File: src/rtl/xcvr_pkg.sv
package xcvr_pkg;
  localparam int DATA_W = 8;
  localparam int N_DIR  = 2;
  typedef enum logic {SRC_LIVE = 1'b0, SRC_STORED = 1'b1} src_e;
endpackage

File: src/rtl/xcvr_snap_reg.sv
module xcvr_snap_reg #(
  parameter int W = xcvr_pkg::DATA_W
) (
  input  logic         clk,
  input  logic         rst,
  input  logic         strobe,
  input  logic [W-1:0] din,
  output logic [W-1:0] q
);
  logic strobe_q;
  logic take;

  assign take = strobe & ~strobe_q;

  always_ff @(posedge clk) begin
    if (rst) begin
      strobe_q <= 1'b0;
      q        <= '0;
    end else begin
      strobe_q <= strobe;
      if (take) q <= din;
    end
  end
endmodule

File: src/rtl/xcvr_out_stage.sv
module xcvr_out_stage #(
  parameter int W = xcvr_pkg::DATA_W
) (
  input  logic         clk,
  input  logic         rst,
  input  logic         en,
  input  logic         sel,
  input  logic [W-1:0] live,
  input  logic [W-1:0] stored,
  output logic [W-1:0] dout,
  output logic         doe
);
  import xcvr_pkg::*;
  src_e         src;
  logic [W-1:0] chosen;

  assign src    = src_e'(sel);
  assign chosen = (src == SRC_STORED) ? stored : live;

  always_ff @(posedge clk) begin
    if (rst) begin
      doe  <= 1'b0;
      dout <= '0;
    end else begin
      doe  <= en;
      dout <= en ? chosen : '0;
    end
  end
endmodule

File: src/rtl/xcvr_reg8.sv
module xcvr_reg8 #(
  parameter int W = xcvr_pkg::DATA_W
) (
  input  logic         clk,
  input  logic         rst,
  input  logic [W-1:0] a_i,
  input  logic [W-1:0] b_i,
  input  logic         cap_a_clk,
  input  logic         cap_b_clk,
  input  logic         pick_ab,
  input  logic         pick_ba,
  input  logic         en_ab,
  input  logic         en_ba_n,
  output logic [W-1:0] a_o,
  output logic         a_oe,
  output logic [W-1:0] b_o,
  output logic         b_oe
);
  localparam int ND = xcvr_pkg::N_DIR;

  // index 0: A toward B, index 1: B toward A
  logic [W-1:0] src_bus [ND];
  logic         strobe  [ND];
  logic         sel     [ND];
  logic         en      [ND];
  logic [W-1:0] snap    [ND];
  logic [W-1:0] dout    [ND];
  logic         doe     [ND];

  assign src_bus[0] = a_i;
  assign src_bus[1] = b_i;
  assign strobe[0]  = cap_a_clk;
  assign strobe[1]  = cap_b_clk;
  assign sel[0]     = pick_ab;
  assign sel[1]     = pick_ba;
  assign en[0]      = en_ab;
  assign en[1]      = ~en_ba_n;

  for (genvar d = 0; d < ND; d++) begin : g_dir
    xcvr_snap_reg #(.W(W)) snap_i (
      .clk    (clk),
      .rst    (rst),
      .strobe (strobe[d]),
      .din    (src_bus[d]),
      .q      (snap[d])
    );
    xcvr_out_stage #(.W(W)) out_i (
      .clk    (clk),
      .rst    (rst),
      .en     (en[d]),
      .sel    (sel[d]),
      .live   (src_bus[d]),
      .stored (snap[d]),
      .dout   (dout[d]),
      .doe    (doe[d])
    );
  end

  assign b_o  = dout[0];
  assign b_oe = doe[0];
  assign a_o  = dout[1];
  assign a_oe = doe[1];
endmodule

File: config.mk
export PLATFORM = sky130hd
export DESIGN_NAME = xcvr_reg8
export DESIGN_NICKNAME = d
export VERILOG_FILES = /design/src/rtl/xcvr_pkg.sv /design/src/rtl/xcvr_snap_reg.sv /design/src/rtl/xcvr_out_stage.sv /design/src/rtl/xcvr_reg8.sv
export SDC_FILE = /design/constraint.sdc
export NUM_CORES = 1
export LEC_CHECK = 0
export BUFFER_PORTS_ARGS = -buffer_cell sky130_fd_sc_hd__buf_2
export CAP_MARGIN = 20
export CORE_UTILIZATION = 38
export DETAILED_ROUTE_END_ITERATION = 12
export PLACE_DENSITY = 0.58
export RECOVER_POWER = 25
export SYNTH_ARGS = -nofsm -noshare
export SYNTH_HDL_FRONTEND = slang
export SYNTH_SLANG_ARGS = --single-unit
File: constraint.sdc
create_clock -name clk -period 2.65 [get_ports clk]
set_input_delay 0.265 -clock clk [delete_from_list [all_inputs] [get_ports clk]]
set_output_delay 0.265 -clock clk [all_outputs]
set_load 0.01 [all_outputs]
==> metrics.txt <==
Via density=5.04; Yosys cell types=14; Slew Limit Headroom=27.1%; CP arrival=1.64 ns; setup violators final=0; flop2flop setup slack=1.53 ns; Synth Instances=131; via count=1104; CP Class=in -> reg; Synth Area in Simple Gates=27.2%; DRC errors left=0; fraction of the mapped netlist area in adder cells=0%; Hold Path End=g_dir[0].out_i.dout[6]; aggregate routed wire length=2800 um; post-CTS setup repair buffer count=0; clock-pin slew on the worst setup and hold paths=0.12 ns; post-synthesis cell area=0.00139 mm2; Final min period=1.42 ns; Core ar.=0.00342 mm2; Power Density=636 mW/mm2; Final Max Tran Viols=0; Hold Fails Final Rpt=0; Post-CTS Hold Buffers=0; CTS Buf Count=5; HP Class=in -> reg; FF-to-FF Start=g_dir[1].snap_i.strobe_q; total global routing overflow=0; RSZ-0062 raised after global routing=no; Final Cell Area=0.00169 mm2; Pleak=0.748 nW; vias in the first global route=1109; initial core utilization=40.8%; root cell of the clock tree=clkbuf_4; Initial DRC Count=28; CTS tree=done; gpl congestion=0.694; commonest non-fill, non-tap cell in the layout=buf_2; routed length per placed instance=12.8 um; Routed Antenna Nets=0; worst slew pin tran=1.09 ns; Setup crit end kind=flop; DR pass1 iterations=4; critical-path maximum fanout=36; post-synthesis compound-gate area fraction=5.75%; period utilisation layout=53.6%; Placement Cell Area=0.00161 mm2; Max-Cap Viols=0; total clock sinks=36; initial antenna violation count=0; maximum vdd ir drop=0.296 mV; status=completed; synthesis-stage register bit count=36; pin count of the biggest net entering global routing=37; # IOs=42; Synth Area per Inst=10.6 um2; Ys Warns=0; Seq/Total Area, Yosys=51.8%; reg2reg end=g_dir[1].snap_i.q[0]; Setup TNS=0 ns; clk_lat worst skew=0.34 ns; xor and xnor fraction of the mapped netlist area=0%; CP startpoint kind=input pin; post-DP HPWL=1980 um; die footprint=0.00391 mm2; Worst Path Required=2.87 ns; GRT Total Usage=16.2%; fmax=0.704 GHz; global-route wire length before repair=4930 um; Tot Pwr=1.07 mW; hold depth=3; layout cell share with drive strength beyond 1=27.2%; post_cts resized=0; area grow syn2layout=21.0%; row cnt=21; most frequent cells in the layout=buf_2, dfxtp_1, nand2b_1; FF-to-FF path depth=2; Max clock buf depth=2; Worst Skew=0.0118 ns; post-synthesis mux area share=11.5%; Die W=62.5 um; Synthesized Nets=155; PortBufs=41; ant diodes=0; largest family of logic cells by synthesized area=simple AND/OR/NAND/NOR gates; die height=62.5 um; H-tree Lvls=2; WHS=0.173 ns; HP Start=a_i[6]; NumNets Final=196
[registers in the layout, indices dropped and copies added, names as in the netlist]
register,cells
g_dir.snap_i.strobe_q,2
g_dir.out_i.doe,2
g_dir.snap_i.q,16
g_dir.out_i.dout,16
[layer usage]
layer  global-route usage, %  vias to the layer above  wire length, um
met1                    18.7                      533             1270
met4                    9.59                        0               60
met2                    26.4                       25             1350
met3                    4.93                        7              118
li1                        -                      539                -
met5                       0                        -                0
[report_power, final]
group	internal [mW]	leakage [nW]	switching, mW	total (mW)
logic	0.0539	0.410	0.0550	0.109
clock network	0.198	0.0422	0.185	0.383
registers	0.568	0.295	0.0129	0.581
total	0.819	0.748	0.253	1.07
[stage by stage]
step                std cells  setup slack [ns]  util [%]
finish                    219              1.23      49.3
global route              219              1.04      49.3
CTS                       219              1.50      49.4
detailed placement        211              1.39      47.1
global placement          211              1.43      47.1
floorplan                 131              1.80         -
[worst max-delay path: stages]
cell,delay (ns)
clkbuf_1,0.78
or2_0,0.48
nor2_1,0.10
[Yosys cell counts, drive strengths merged]
cell type,instances,area share (%)
nand2b,17,7.6
nor2,16,4.3
clkbuf,4,1.3
mux2i,16,12
dfxtp,36,52
or2,1,0.45
nand4bb,16,13
o21ai,16,5.8
and2b,1,0.54
buf,3,2.0
nor2b,3,1.3
inv,2,0.54
[cell families after synthesis]
family,Yosys count
buffers and inverters,9
AO/OA/AOI/OAI,16
AND/OR/NAND/NOR,54
flip-flops,36
multiplexers,16
[how the worst max path moves through the flow]
stage                        startpoint                     end  slack [ns]  depth (start not counted)
2_1_floorplan                       rst  g_dir[1].out_i.dout[0]        1.80                          4
3_3_place_gp                  cap_b_clk    g_dir[1].snap_i.q[0]        1.43                          3
3_5_place_dp                        rst  g_dir[0].out_i.dout[2]        1.39                          3
6_report                            rst  g_dir[1].out_i.dout[4]        1.23                          3
5_1_grt                             rst  g_dir[1].out_i.dout[5]        1.04                          3
4_1_cts        g_dir[1].snap_i.strobe_q    g_dir[1].snap_i.q[1]        1.50                          2
[cell type report]
class,count,area [um2]
Fill cell,352,1730
Sequential cell,36,721
Multi-Input combinational cell,86,619
Timing Repair Buffer,41,204
Tap cell,46,57.6
Clock buffer,6,41.3
Clock inverter,2,35.0
Inverter,2,7.51
(Power assumes the default switching activity.)
